$ cat src/rtl/tsp_pkg.sv
package tsp_pkg;
    localparam int MAXW = 24;

    typedef enum logic [1:0] {
        WL_8   = 2'd0,
        WL_16  = 2'd1,
        WL_24  = 2'd2,
        WL_24X = 2'd3
    } wlen_e;

    function automatic logic [5:0] wl_bits(wlen_e w);
        case (w)
            WL_8:    return 6'd8;
            WL_16:   return 6'd16;
            default: return 6'd24;
        endcase
    endfunction
endpackage

$ cat src/rtl/tsp_clk_route.sv
module tsp_clk_route #(
    parameter int NUM_TX = 3
) (
    input  logic              sync_mode,
    input  logic              rx_bclk_en,
    input  logic              rx_fs,
    input  logic              tx_bclk_en,
    input  logic              tx_fs,
    input  logic [NUM_TX-1:0] tx_en,
    output logic              lane_bclk,
    output logic              lane_fs,
    output logic [NUM_TX-1:0] lane_en
);
    assign lane_bclk = sync_mode ? rx_bclk_en : tx_bclk_en;
    assign lane_fs   = sync_mode ? rx_fs      : tx_fs;

    for (genvar i = 0; i < NUM_TX; i++) begin : g_en
        if (i == 0) begin : g_first
            assign lane_en[i] = tx_en[i];
        end else begin : g_rest
            // extra lanes only exist when timing is shared
            assign lane_en[i] = tx_en[i] & sync_mode;
        end
    end
endmodule

$ cat src/rtl/tsp_tx_lane.sv
module tsp_tx_lane
    import tsp_pkg::*;
#(
    parameter int DW    = MAXW,
    parameter int NSLOT = 32,
    localparam int SW   = (NSLOT > 1) ? $clog2(NSLOT) : 1,
    localparam int BW   = $clog2(DW + 1)
) (
    input  logic             clk,
    input  logic             rst_n,
    input  logic             en,
    input  logic             bclk_en,
    input  logic             fs,
    input  logic             net_mode,
    input  wlen_e            wl,
    input  logic [NSLOT-1:0] mask,
    input  logic             wr,
    input  logic [DW-1:0]    wdata,
    output logic             empty,
    output logic             underrun,
    output logic             sd,
    output logic             oe
);
    typedef struct packed {
        logic          active;
        logic [BW-1:0] bitc;
        logic [SW-1:0] slot;
        logic [DW-1:0] shreg;
        logic [DW-1:0] hold;
        logic          full;
        logic [DW-1:0] last;
        logic          urun;
        logic          sd;
        logic          oe;
    } tx_st_t;

    tx_st_t q, d;

    logic [5:0]    wlen;
    logic          load_req;
    logic [SW-1:0] load_slot;
    logic          slot_on;
    logic          new_urun;
    logic [DW-1:0] word;
    logic [DW-1:0] just;

    assign wlen = wl_bits(wl);

    always_comb begin
        d         = q;
        load_req  = 1'b0;
        load_slot = '0;
        slot_on   = 1'b0;
        new_urun  = 1'b0;
        word      = q.last;
        just      = '0;

        if (!en) begin
            d.active = 1'b0;
            d.oe     = 1'b0;
            d.sd     = 1'b0;
        end else if (bclk_en) begin
            if (fs) begin
                d.active  = 1'b1;
                d.bitc    = '0;
                d.slot    = '0;
                load_req  = 1'b1;
                load_slot = '0;
            end else if (q.active) begin
                if (q.bitc == BW'(wlen - 6'd1)) begin
                    d.bitc = '0;
                    if (!net_mode || q.slot == SW'(NSLOT - 1)) begin
                        d.active = 1'b0;
                        d.oe     = 1'b0;
                        d.sd     = 1'b0;
                    end else begin
                        d.slot    = q.slot + 1'b1;
                        load_req  = 1'b1;
                        load_slot = q.slot + 1'b1;
                    end
                end else begin
                    d.bitc  = q.bitc + 1'b1;
                    d.shreg = q.shreg << 1;
                    d.sd    = q.oe ? q.shreg[DW-2] : 1'b0;
                end
            end
        end

        if (load_req) begin
            slot_on = net_mode ? mask[load_slot] : 1'b1;
            if (slot_on) begin
                if (q.full) begin
                    word   = q.hold;
                    d.full = 1'b0;
                end else begin
                    word     = q.last;
                    new_urun = 1'b1;
                end
                just    = word << (DW - int'(wlen));
                d.last  = word;
                d.shreg = just;
                d.sd    = just[DW-1];
                d.oe    = 1'b1;
            end else begin
                d.shreg = '0;
                d.sd    = 1'b0;
                d.oe    = 1'b0;
            end
        end

        if (wr) begin
            d.hold = wdata;
            d.full = 1'b1;
        end
        d.urun = (q.urun & ~wr) | new_urun;
    end

    always_ff @(posedge clk or negedge rst_n) begin
        if (!rst_n) q <= '0;
        else        q <= d;
    end

    assign empty    = ~q.full;
    assign underrun = q.urun;
    assign sd       = q.sd;
    assign oe       = q.oe;


    tx_off_chk: assert property (@(posedge clk) disable iff (!rst_n)
        !en |=> !oe);


    urun_cause_chk: assert property (@(posedge clk) disable iff (!rst_n)
        $rose(q.urun) |-> !$past(q.full));


    sd_steady_chk: assert property (@(posedge clk) disable iff (!rst_n)
        (en && !bclk_en) |=> $stable(sd));
endmodule

$ cat src/rtl/tsp_rx_lane.sv
module tsp_rx_lane
    import tsp_pkg::*;
#(
    parameter int DW    = MAXW,
    parameter int NSLOT = 32,
    localparam int SW   = (NSLOT > 1) ? $clog2(NSLOT) : 1,
    localparam int BW   = $clog2(DW + 1)
) (
    input  logic             clk,
    input  logic             rst_n,
    input  logic             en,
    input  logic             bclk_en,
    input  logic             fs,
    input  logic             net_mode,
    input  wlen_e            wl,
    input  logic [NSLOT-1:0] mask,
    input  logic             sd,
    input  logic             rd,
    output logic [DW-1:0]    rdata,
    output logic [SW-1:0]    rslot,
    output logic             full,
    output logic             overrun
);
    typedef struct packed {
        logic          active;
        logic [BW-1:0] bitc;
        logic [SW-1:0] slot;
        logic [DW-1:0] shreg;
        logic [DW-1:0] data;
        logic [SW-1:0] rslot;
        logic          full;
        logic          ovr;
    } rx_st_t;

    rx_st_t q, d;

    logic [5:0]  wlen;
    logic [DW:0] keep;
    logic        slot_on;

    assign wlen = wl_bits(wl);
    assign keep = ((DW + 1)'(1) << wlen) - (DW + 1)'(1);

    always_comb begin
        d       = q;
        slot_on = 1'b0;

        if (rd) begin
            d.full = 1'b0;
            d.ovr  = 1'b0;
        end

        if (!en) begin
            d.active = 1'b0;
        end else if (bclk_en) begin
            if (fs) begin
                d.active = 1'b1;
                d.bitc   = '0;
                d.slot   = '0;
            end else if (q.active) begin
                d.shreg = {q.shreg[DW-2:0], sd};
                if (q.bitc == BW'(wlen - 6'd1)) begin
                    slot_on = net_mode ? mask[q.slot] : 1'b1;
                    if (slot_on) begin
                        d.data  = d.shreg & keep[DW-1:0];
                        d.rslot = q.slot;
                        d.full  = 1'b1;
                        if (q.full && !rd) d.ovr = 1'b1;
                    end
                    d.bitc = '0;
                    if (!net_mode || q.slot == SW'(NSLOT - 1)) d.active = 1'b0;
                    else                                       d.slot   = q.slot + 1'b1;
                end else begin
                    d.bitc = q.bitc + 1'b1;
                end
            end
        end
    end

    always_ff @(posedge clk or negedge rst_n) begin
        if (!rst_n) q <= '0;
        else        q <= d;
    end

    assign rdata   = q.data;
    assign rslot   = q.rslot;
    assign full    = q.full;
    assign overrun = q.ovr;


    ovr_cause_chk: assert property (@(posedge clk) disable iff (!rst_n)
        $rose(q.ovr) |-> $past(q.full));


    full_on_strobe_chk: assert property (@(posedge clk) disable iff (!rst_n)
        $rose(q.full) |-> ($past(bclk_en) && $past(en)));


    rx_off_chk: assert property (@(posedge clk) disable iff (!rst_n)
        (!en && !full) |=> !full);
endmodule

$ cat src/rtl/tdm_sync_port.sv
module tdm_sync_port
    import tsp_pkg::*;
#(
    parameter int NUM_TX = 3,
    parameter int NSLOT  = 32,
    parameter int DW     = MAXW,
    localparam int SW    = (NSLOT > 1) ? $clog2(NSLOT) : 1
) (
    input  logic                 clk,
    input  logic                 rst_n,
    input  logic                 sync_mode,
    input  logic                 net_mode,
    input  logic [1:0]           word_len,
    input  logic                 rx_en,
    input  logic [NUM_TX-1:0]    tx_en,
    input  logic [NSLOT-1:0]     rx_mask,
    input  logic [NSLOT-1:0]     tx_mask,
    input  logic                 rx_bclk_en,
    input  logic                 rx_fs,
    input  logic                 tx_bclk_en,
    input  logic                 tx_fs,
    input  logic                 rx_sd,
    input  logic                 rx_rd,
    output logic [DW-1:0]        rx_rdata,
    output logic [SW-1:0]        rx_slot,
    output logic                 rx_full,
    output logic                 rx_overrun,
    input  logic [NUM_TX-1:0]    tx_wr,
    input  logic [NUM_TX*DW-1:0] tx_wdata,
    output logic [NUM_TX-1:0]    tx_empty,
    output logic [NUM_TX-1:0]    tx_underrun,
    output logic [NUM_TX-1:0]    tx_sd,
    output logic [NUM_TX-1:0]    tx_oe
);
    wlen_e             wl;
    logic              lane_bclk;
    logic              lane_fs;
    logic [NUM_TX-1:0] lane_en;

    assign wl = wlen_e'(word_len);

    tsp_clk_route #(.NUM_TX(NUM_TX)) u_route (
        .sync_mode  (sync_mode),
        .rx_bclk_en (rx_bclk_en),
        .rx_fs      (rx_fs),
        .tx_bclk_en (tx_bclk_en),
        .tx_fs      (tx_fs),
        .tx_en      (tx_en),
        .lane_bclk  (lane_bclk),
        .lane_fs    (lane_fs),
        .lane_en    (lane_en)
    );

    tsp_rx_lane #(.DW(DW), .NSLOT(NSLOT)) u_rx (
        .clk     (clk),
        .rst_n   (rst_n),
        .en      (rx_en),
        .bclk_en (rx_bclk_en),
        .fs      (rx_fs),
        .net_mode(net_mode),
        .wl      (wl),
        .mask    (rx_mask),
        .sd      (rx_sd),
        .rd      (rx_rd),
        .rdata   (rx_rdata),
        .rslot   (rx_slot),
        .full    (rx_full),
        .overrun (rx_overrun)
    );

    for (genvar i = 0; i < NUM_TX; i++) begin : g_tx
        tsp_tx_lane #(.DW(DW), .NSLOT(NSLOT)) u_lane (
            .clk     (clk),
            .rst_n   (rst_n),
            .en      (lane_en[i]),
            .bclk_en (lane_bclk),
            .fs      (lane_fs),
            .net_mode(net_mode),
            .wl      (wl),
            .mask    (tx_mask),
            .wr      (tx_wr[i]),
            .wdata   (tx_wdata[i*DW +: DW]),
            .empty   (tx_empty[i]),
            .underrun(tx_underrun[i]),
            .sd      (tx_sd[i]),
            .oe      (tx_oe[i])
        );

        if (i > 0) begin : g_split_chk

            split_silent_chk: assert property (@(posedge clk) disable iff (!rst_n)
                !sync_mode |=> !tx_oe[i]);
        end
    end
endmodule

$ cat config.mk
export PLATFORM = sky130hd
export DESIGN_NAME = tdm_sync_port
export DESIGN_NICKNAME = d
export VERILOG_FILES = /design/src/rtl/tsp_pkg.sv /design/src/rtl/tsp_clk_route.sv /design/src/rtl/tsp_tx_lane.sv /design/src/rtl/tsp_rx_lane.sv /design/src/rtl/tdm_sync_port.sv
export SDC_FILE = /design/constraint.sdc
export NUM_CORES = 1
export LEC_CHECK = 0
export ABC_AREA = 1
export BUFFER_PORTS_ARGS = -buffer_cell sky130_fd_sc_hd__buf_2
export CELL_PAD_IN_SITES_DETAIL_PLACEMENT = 1
export CELL_PAD_IN_SITES_GLOBAL_PLACEMENT = 2
export CORE_MARGIN = 3
export CORE_UTILIZATION = 31
export DETAILED_ROUTE_END_ITERATION = 12
export PLACE_DENSITY_LB_ADDON = 0.1
export SLEW_MARGIN = 20
export SYNTH_ARGS = -nofsm -noshare
export SYNTH_HDL_FRONTEND = slang
export SYNTH_SLANG_ARGS = --single-unit
$ cat constraint.sdc
create_clock -name clk -period 2.54 [get_ports clk]
set_input_delay 0.254 -clock clk [delete_from_list [all_inputs] [get_ports clk]]
set_output_delay 0.254 -clock clk [all_outputs]
set_load 0.01 [all_outputs]
# Word level (Yosys, flattened, before mapping)
# Cells that the tools add are included.
[word_totals] regBits=324 input_bits=155 output_inout_bits=43 elab_cells=332
[op_classes] n_addsub=11 n_lt_le_gt_ge=4 n_eq_ne=41 n_shift=4 mux=162 n_bitwise=16 reduce_logical=56
[ops] op="$mux 24" n=15
[ops] op="$mux 35" n=6
[ops] op="$mux 23" n=9
[ops] op="$mux 25" n=6
[ops] op="$mux 5" n=30
[ops] op="$mux 66" n=2
[ops] op="$shl 24x32->24" n=3
[ops] op="$mux 31" n=2
[ops] op="$mux 1" n=59
[ops] op="$mux 55" n=1
[ops] op="$reduce_and 5->1" n=10
[ops] op="$mux 2" n=23
[ops] op="$reduce_bool 2->1" n=23
[ops] op="$mux 11" n=4
[ops] op="$add 5x1->5 const B" n=8
[ops] op="$ne 3x3->1 const B" n=11
[ops] op="$and 24x24->24" n=1
[ops] op="$lt 5x6->1 const B" n=4
[ops] op="$shl 1x6->24 const A" n=1
[ops] op="$sub 24x2->24 const B" n=1
[ops] op="$bmux 1 s5" n=4
[ops] op="$eq 5x5->1" n=4
[ops] op="$eq 5x5->1 const B" n=4
[ops] op="$ne 2x1->1 const B" n=8
[ops] op="19 further kinds" n=55

# Longest topological paths before layout
# Gate-level depths: netlist of run 1.
[depth] word_depth=17 ltp_mapped=24 mapped_depth_nobuf=20

# Cells and area by module
# From an unflattened synthesis of run 1, not the netlist that was laid out.
[hier_totals] hier_cells=2450 area_unflattened_um2=18207.5
[by_module_without_submodules] mod="tsp_tx_lane (g_tx[0].u_lane ...)" n_inst=2 cells_per_inst=654 area_per_inst_um2=4917.2 seq_area_each_um2=2152.1
[by_module_without_submodules] mod="tsp_tx_lane (g_tx[2].u_lane)" n_inst=1 cells_per_inst=658 area_per_inst_um2=4800.9 seq_area_each_um2=2152.1
[by_module_without_submodules] mod="tsp_rx_lane" n_inst=1 cells_per_inst=472 area_per_inst_um2=3523.4 seq_area_each_um2=1626.6
[by_module_without_submodules] mod="tsp_clk_route" n_inst=1 cells_per_inst=12 area_per_inst_um2=48.8 seq_area_each_um2=0.0

# Worst setup path after synthesis of run 1
# Ideal clock, no wire load.
[synth_path] kind="input to register" startpoint="input port word_len[1]" endpoint="register g_tx[1].u_lane.q[6] (netlist name)" setup_ns=0.117 t_arrival_ns=2.832 t_required_ns=2.423 path_slack_ns=-0.410 cell_stages=22 path_buffers=4 cell_sequence="buf_6 > nor2_1 > inv_1 > clkbuf_1 > ha_1 > inv_1 > nand2_1 > nand3b_1 > nor2_4 > nand3_1 > nor2_1 > inv_1 > nand3_1 > nand3_1 > nand2_1 > nand2_1 > nand3_2 > nand2_2 > buf_6 > buf_6 > nand2_1 > nand2_1"
[synth_via] elab_chain_len=13 word_cells_on_any_way=19 cone_classes="add/sub: 1; eq/ne: 2; mux: 14; reduce/logical: 2"
[synth_rtl] element="start: declaration" line_no="tdm_sync_port.sv:13" text="input logic [1:0] word_len,"
[synth_rtl] element="$eq 2x1->1 or $logic_not 2->1 (tied branches)" line_no="tsp_pkg.sv:12" text="case (w)"
[synth_rtl] element="$pmux 5 s2 (*)" line_no="tsp_pkg.sv:12"
[synth_rtl] element="$sub 5x1->5 (*)" line_no="tsp_tx_lane.sv:70" text="if (q.bitc == BW'(wlen - 6'd1)) begin"
[synth_rtl] element="$eq 5x5->1 (*)" line_no="tsp_tx_lane.sv:70"
[synth_rtl] element="$mux 5" line_no="tsp_tx_lane.sv:70"
[synth_rtl] element="$mux 5" line_no="tsp_tx_lane.sv:69" text="end else if (q.active) begin"
[synth_rtl] element="$mux 5" line_no="tsp_tx_lane.sv:63" text="if (fs) begin"
[synth_rtl] element="$mux 5" line_no="tsp_tx_lane.sv:62" text="end else if (bclk_en) begin"
[synth_rtl] element="$mux 5" line_no="tsp_tx_lane.sv:58" text="if (!en) begin"
[synth_rtl] element="$bmux 1 s5" line_no="tsp_tx_lane.sv:90" text="slot_on = net_mode ? mask[load_slot] : 1'b1;"
[synth_rtl] element="$mux 1 (implied by the code)" line_no="tsp_tx_lane.sv:90"
[synth_rtl] element="$mux 1" line_no="tsp_tx_lane.sv:90"
[synth_rtl] element="$reduce_and 2->1 (no line) (*)"
[synth_rtl] element="end signal: assignment" line_no="tsp_tx_lane.sv:119" text="if (!rst_n) q <= '0;"
[synth_rtl] element="end signal: assignment" line_no="tsp_tx_lane.sv:120" text="else q <= d;"
[synth_rtl] element="end: declaration" line_no="tsp_tx_lane.sv:37" text="tx_st_t q, d;"
# Every way passes the cells marked *; elsewhere a longest branch is shown, timed or not. The select of a mux whose other input is x is not followed.
# A chain may end at the register's enable or synchronous reset.

# Worst setup path in the final report of run 1
[layout_path] startpoint="register g_tx[1].u_lane.q[76] (netlist name)" endpoint="register g_tx[1].u_lane.q[13] (netlist name)"
[layout_via] elab_chain_len=12 word_cells_on_any_way=19 cone_classes="add/sub: 1; eq/ne: 1; mux: 15; reduce/logical: 2"
[layout_rtl] element="parallel branches: the longest is 11 deep, another holds $add 5x1->5"
[layout_rtl] element="$reduce_and 2->1 (no line) (*)"
# Mark *: on every way between the ends. The select of a mux whose other input is x is not followed.

==> results.yml, run 1 <==
finish:
  area_delta_synth_final_pct: 42.4
  layout_commonest_cell: "nand2_1"
  layout.nets: 2810
  multi_input_area_um2: 9260
  fillers: 6562
  final_area_um2: 24800
  insertedDiodeCount: 0
  postLayoutCoreUtil: 0.449
  drive_gt1_frac: 0.324
  final_cell_mix: "nand2_1 (516), dfrtp_1 (323), o21ai_0 (206)"
  regArea_um2: 8080
placement:
  placed_cell_area_um2: 19900
  io_buffers: 197
  gp_congestion: 0.820
  dp.final_hpwl_um: 41400
synthesis:
  ys_seq_area_frac: 0.464
  syn-cell-area_um2: 17400
  synth_seq_cells: 323
  yosys.cell_types.count: 44
  syn_inst: 2251
  ys_warn_count: 0
  synth_fp_nets: 2420
  postSynthAreaPerCell_um2: 7.74
timing:
  tightest_slew_ps: 1040
  fmax_mhz: 357
  skew_ps: 13.2
  slew_violations: 0
  setup_ws_ps: -257
  finalCritPeriodShare: 1.10
  hold_viol_final: 0
  rsz0062_at_grt: "yes"
  setup_viol_count_final: 155
  max_slew_margin: 0.300
  period_minus_slack_ps: 2800
  setup_tns_ps: -27470
die:
  die_h_um: 243
  dieArea_um2: 59100
  core_um2: 55300
  start_util: 0.315
  ios: 198
  rows: 86
  die_w_um: 243
cts:
  insertion_delay_ps: 560
  cts_tree: "done"
  clock_path_buffers: 3
  root_buffer: "clkbuf_16"
  clkSinkCount: 323
  cts_buffers: 41
  htreeDepth: 2
  clkTransAtPathRegs_ps: 60
grt:
  grtUsageTotal: 0.207
  antenna_found_initial: 0
  grt_pass1_wl_um: 99300
  grt_max_degree: 93
  grt_pass1_vias: 17760
  grt_overflow_total: 0
pwr:
  intPower_uw: 10900
  p_sw_frac: 0.292
  pwr-share-clk: 0.397
  finalPower_uw: 15400
  power_density_nw_per_um2: 622
  ir_worst_vdd_mv: 0.424
  seqPwrFrac: 0.421
  p_comb_frac: 0.182
  leakagePower_uw: 0.0118
  p_sw_uw: 4500
run:
  max-cap-violations: 0
detailed_routing:
  wl_um: 62200
  vias: 16868
  ant_nets: 0
  via_per_inst: 4.94
  drt_iter0_drc: 853
  wire_per_inst_um: 18.2
  dr.pass1.iters: 5
  drc: 0
setup_path:
  crit_required_ps: 2960
  critPathMaxFanout: 8
  startpoint_type: "register"
  worstPathArrival_ps: 3220
  ff2ff_setup_slack_ps: -260
  worstSetupEndpointType: "register"
  critPathKind: "register to register"
status:
  violations: "setup timing"
  status: "complete, but fails checks"
min_path:
  hold_path_class: "input port to register"
## cells in the mapped netlist (all sizes together)
cell type    n  area share
nor4         1     0.00036
a32o         3      0.0017
a21boi       1     0.00043
a21oi      132       0.038
buf         91       0.039
nand3      205       0.063
clkinv       1     0.00029
nor2       157       0.043
nand4       43       0.016
o32ai        1     0.00050
xor2         8      0.0040
clkbuf      66       0.014
nor3        10      0.0032
dfrtp      323        0.46
o21ai      271       0.084
inv        224       0.049
o221ai      10      0.0050
nand3b       2     0.00086
a31oi        2     0.00072
o2111ai      1     0.00050
ha          14       0.010
a41oi        2      0.0010
o21bai       1     0.00043
o211ai       3      0.0013
a221oi      11      0.0055
o22ai       22      0.0079
nand2      624        0.14
o31ai       22      0.0095
## through the flow
| stage | setup WS [ps] | instances | hold WS (ps) |
|---|---|---|---|
| 2_1_floorplan | -163 | 2251 | -41.6 |
| 3_3_place_gp | -336 | 3203 | 84.0 |
| 6_report | -257 | 3418 | 70.3 |
| 5_1_grt | -433 | 3418 | 104 |
| 4_1_cts | -184 | 3399 | 36.0 |
| 3_5_place_dp | -422 | 3203 | 87.3 |
## sequential cells by signal (all words and copies together) (netlist names)
| register | cells |
|---|---|
| g_tx.u_lane.oe | 3 |
| u_rx.q | 34 |
| g_tx.u_lane.sd | 3 |
| g_tx.u_lane.underrun | 3 |
| g_tx.u_lane.q | 249 |
| u_rx.rdata | 24 |
| u_rx.overrun | 1 |
| u_rx.full | 1 |
| u_rx.rslot | 5 |
## layout make-up
| class | instances | area share |
|---|---|---|
| Tap cell | 748 | 0.0377 |
| Clock buffer | 59 | 0.0485 |
| Timing Repair Buffer | 495 | 0.170 |
| Sequential cell | 323 | 0.326 |
| Multi-Input combinational cell | 1554 | 0.373 |
| Timing Repair inverter | 1 | 0.000655 |
| Clock inverter | 13 | 0.00812 |
| Inverter | 225 | 0.0364 |
## critical path, cell delays in order (launching register included)
cell	delay, ps
dfrtp_1	390
ha_2	200
nand2_1	60
nor2_1	50
ha_2	210
nor2_8	140
inv_2	60
nor2_4	170
buf_12	160
nand3_1	90
nand3_2	110
nand3_2	90
nand3_2	60
nand2_1	60
nand2_2	80
nand3_4	160
buf_12	180
nand2_8	130
clkbuf_16	190
o21ai_1	60
## kinds of logic (layout without fill, tap and decap cells)
group	count (synthesis)	count (layout)	synth area share
xor gates and xnor gates	8	8	0.00402
DFF	323	323	0.464
AOI/OAI and AO/OA	482	482	0.157
and+or+nand+nor	1042	1050	0.264
adders and majority gates	14	14	0.0101
buffers and inverters	382	793	0.102
## metal layers
metal | part of all wire | track usage | vias to the layer above
li1 | - | - | 8195
met1 | 0.48 | 0.291 | 8302
met2 | 0.46 | 0.337 | 278
met3 | 0.034 | 0.0271 | 93
met4 | 0.026 | 0.0573 | 0
met5 | 0 | 0 | -
## worst paths after layout
path	cells past startpoint	end	from
worst min register to register	2	g_tx[1].u_lane.q[35]$_DFFE_PN0P_	g_tx[1].u_lane.q[35]$_DFFE_PN0P_
worst min-delay path	3	g_tx[1].u_lane.q[86]$_DFFE_PN0P_	tx_en[1]
max in group asynchronous	3	g_tx[1].u_lane.q[47]$_DFFE_PN0P_	rst_n
min in group asynchronous	2	g_tx[1].u_lane.q[78]$_DFFE_PN0P_	rst_n
worst max register to register	19	g_tx[1].u_lane.q[13]$_DFFE_PN0P_	g_tx[1].u_lane.q[76]$_DFFE_PN0P_
worst max-delay path	19	g_tx[1].u_lane.q[13]$_DFFE_PN0P_	g_tx[1].u_lane.q[76]$_DFFE_PN0P_
## repair_timing
item | 4_1_cts | 5_1_grt
cloned | 20 | 6
gates resized for setup | 144 | 307
pin swaps | 51 | 92
setup buffers | 28 | 28
hold buffers | 76 | 0
hold endpoints to repair | 400 | 0
endpoints found under the setup margin | 156 | 161
## power by group through the flow
stage / clock network [µW] / registers [µW] / logic [µW]
2_1_floorplan: 0 / 6380 / 1430
3_3_place_gp: 0 / 6470 / 2220
3_5_place_dp: 0 / 6510 / 2300
4_1_cts: 6320 / 6440 / 2560
5_1_grt: 6550 / 6610 / 3170
6_report: 6120 / 6500 / 2810
Note: power is estimated with default switching activity, not from simulation.
==> run 2, diff against run 1 <==
--- a/config.mk
+++ b/config.mk
@@ -5,15 +5,15 @@
 export SDC_FILE = /design/constraint.sdc
 export NUM_CORES = 1
 export LEC_CHECK = 0
-export ABC_AREA = 1
 export BUFFER_PORTS_ARGS = -buffer_cell sky130_fd_sc_hd__buf_2
 export CELL_PAD_IN_SITES_DETAIL_PLACEMENT = 1
 export CELL_PAD_IN_SITES_GLOBAL_PLACEMENT = 2
 export CORE_MARGIN = 3
-export CORE_UTILIZATION = 31
+export CORE_UTILIZATION = 35
 export DETAILED_ROUTE_END_ITERATION = 12
 export PLACE_DENSITY_LB_ADDON = 0.1
 export SLEW_MARGIN = 20
 export SYNTH_ARGS = -nofsm -noshare
 export SYNTH_HDL_FRONTEND = slang
+export SYNTH_HIERARCHICAL = 1
 export SYNTH_SLANG_ARGS = --single-unit
==> run 2 against run 1 <==
  * The run still ends with setup timing left
  * Power fell by 6.6%
  * Largest power group unchanged
  * Critical endpoint is now g_tx[2].u_lane/q[19]$_DFFE_PN0P_
  * Sequential share of layout area rose by 1.1 points
  * Utilization rose by 3.8 points
==> results.yml, run 2 <==
timing:
  rsz0062_at_grt: "yes"
  fmax_mhz: 338
  period_minus_slack_ps: 2950
  max_slew_margin: 0.423
  setup_viol_count_final: 139
  hold_viol_final: 0
  tightest_slew_ps: 866
  setup_tns_ps: -26350
  slew_violations: 0
  skew_ps: 21.3
  finalCritPeriodShare: 1.16
  setup_ws_ps: -415
synthesis:
  ys_seq_area_frac: 0.458
  synth_fp_nets: 1874
  syn-cell-area_um2: 17600
  ys_warn_count: 6
  synth_seq_cells: 323
  yosys-top-cells-count: "dfrtp_1 (323), mux2_2 (152), nand2_1 (150), a21oi_1 (132), nor2_1 (128)"
  yosys.area.top_type: "dfrtp_1"
  synthFlopType: "dfrtp_1"
  synth_top_area_share: 0.458
  yosysMostFrequentCell: "dfrtp_1"
  synth_edf_count: 0
  postSynthAreaPerCell_um2: 10.3
  syn_inst: 1705
  yosys.cell_types.count: 75
  async_flop_share: 1.00
  synth_area_leaders: "dfrtp_1 (46%), mux2_2 (9.7%), mux2i_1 (4.7%)"
setup_path:
  worstPathArrival_ps: 3400
  critPathMaxFanout: 16
  timing.rr.start: "g_tx[2].u_lane/q[76]$_DFFE_PN0P_"
  worstSetupEndpointType: "register"
  rr_worst_depth: 11
  crit_required_ps: 2980
  ff2ff_setup_slack_ps: -410
  startpoint_type: "register"
  worstSetupStartpoint: "g_tx[2].u_lane/q[76]$_DFFE_PN0P_"
  rr_endpoint: "g_tx[2].u_lane/q[19]$_DFFE_PN0P_"
  critPathKind: "register to register"
pwr:
  p_comb_frac: 0.181
  ir_worst_vdd_mv: 0.448
  leakagePower_uw: 0.0110
  p_sw_uw: 3900
  intPower_uw: 10500
  finalPower_uw: 14400
  pwr-share-clk: 0.378
  power_density_nw_per_um2: 599
  seqPwrFrac: 0.441
  p_sw_frac: 0.270
cts:
  clkSinkCount: 323
  root_buffer: "clkbuf_16"
  clkTransAtPathRegs_ps: 60
  cts_tree: "done"
  insertion_delay_ps: 560
  cts_buffers: 39
  htreeDepth: 2
  clock_path_buffers: 3
detailed_routing:
  wl_um: 54400
  dr.pass1.iters: 4
  via_per_inst: 5.17
  drt_iter0_drc: 566
  wire_per_inst_um: 19.4
  drc: 0
  ant_nets: 0
  vias: 14486
grt:
  grt_pass1_wl_um: 86200
  antenna_found_initial: 1
  grtUsageTotal: 0.201
  grt_overflow_total: 0
  grt_pass1_vias: 15471
  grt_max_degree: 90
finish:
  area_delta_synth_final_pct: 36.4
  final_area_um2: 24000
  final_cell_mix: "dfrtp_1 (320), buf_2 (196), buf_4 (170)"
  largest_register_ff_count: 249
  layout.nets: 2282
  top_register: "g_tx.u_lane/q"
  drive_gt1_frac: 0.397
  insertedDiodeCount: 0
  layout_commonest_cell: "dfrtp_1"
placement:
  dp.final_hpwl_um: 38300
  dp_slack_ps: -532
  placed_cell_area_um2: 20600
  io_buffers: 197
  gp_congestion: 0.887
die:
  dieArea_um2: 53100
  core_um2: 49400
  rows: 81
  start_util: 0.357
  ios: 198
  die_w_um: 230
  die_h_um: 230
run:
  max-cap-violations: 0
status:
  violations: "setup timing"
  status: "complete, but fails checks"
min_path:
  holdPathStages: 3
  min_to: "g_tx[0].u_lane/q[86]$_DFFE_PN0P_"
  hold_start: "tx_en[0]"
  hold_path_class: "input port to register"
==> run 2: final cells by class <==
class	count	area [µm²]
Fill cell	5391	25300
Multi-Input combinational cell	1201	9650
Sequential cell	323	8090
Timing Repair Buffer	503	4070
Clock buffer	52	1120
Tap cell	664	831
Inverter	45	169
Clock inverter	15	125
==> run 2: stage by stage <==
step | cells | util | hold slack, ps
finish | 2803 | 0.487 | 34.8
global route | 2803 | 0.487 | 29.0
CTS | 2792 | 0.478 | 3.71
detailed placement | 2610 | 0.418 | 281
global placement | 2610 | 0.418 | 279
floorplan | 1705 | - | -41.6
==> run 2: power by group through the flow <==
stage	combinational, µW	sequential [µW]	clock, µW
2_1_floorplan	1550	6280	0
3_3_place_gp	2270	6400	0
3_5_place_dp	2340	6430	0
4_1_cts	2570	6360	5670
5_1_grt	2860	6460	5870
6_report	2620	6350	5450
==> run 2: how the worst max path moves through the flow <==
stage | endpoint | slack [ps] | cells after the start
floorplan | g_tx[2].u_lane/q[11]$_DFFE_PN0P_ | -490 | 11
global placement | g_tx[0].u_lane/q[12]$_DFFE_PN0P_ | -460 | 11
detailed placement | g_tx[2].u_lane/q[10]$_DFFE_PN0P_ | -530 | 10
CTS | g_tx[2].u_lane/q[19]$_DFFE_PN0P_ | -400 | 11
global route | g_tx[2].u_lane/q[64]$_DFFE_PN0P_ | -510 | 12
finish | g_tx[2].u_lane/q[19]$_DFFE_PN0P_ | -410 | 11
==> run 2: worst max-delay path, cell delays in order, from the launching register on <==
cell and delay (ps):
dfrtp_2 440, ha_4 180, and3_4 180, ha_4 150
nand2b_4 150, or3_4 380, or3_4 390, a211oi_4 250
buf_12 160, o211ai_4 100, buf_12 170, mux2_4 300
==> run 2: layer usage <==
layer	wire length (µm)	up-vias	GRT usage
li1	-	6914	-
met1	25000	7276	0.274
met2	26100	201	0.331
met3	1680	93	0.0275
met4	1580	2	0.0661
met5	9	-	0
==> run 2: what timing repair did <==
action / CTS / global route
cloned: 6 / 3
resized for setup: 162 / 90
endpoints found under the hold margin: 134 / 0
hold buffers: 76 / 0
pin swaps: 80 / 38
setup endpoints to repair: 153 / 170
setup buffers: 34 / 11
==> run 2: cells by family after synthesis <==
family / after synthesis / share of synthesized area
buffers and inverters: 183 / 0.0521
and+or+nand+nor: 473 / 0.130
muxes: 285 / 0.190
AOI/OAI and AO/OA: 408 / 0.150
xor gates and xnor gates: 19 / 0.00944
adders and majority gates: 14 / 0.00993
DFF: 323 / 0.458
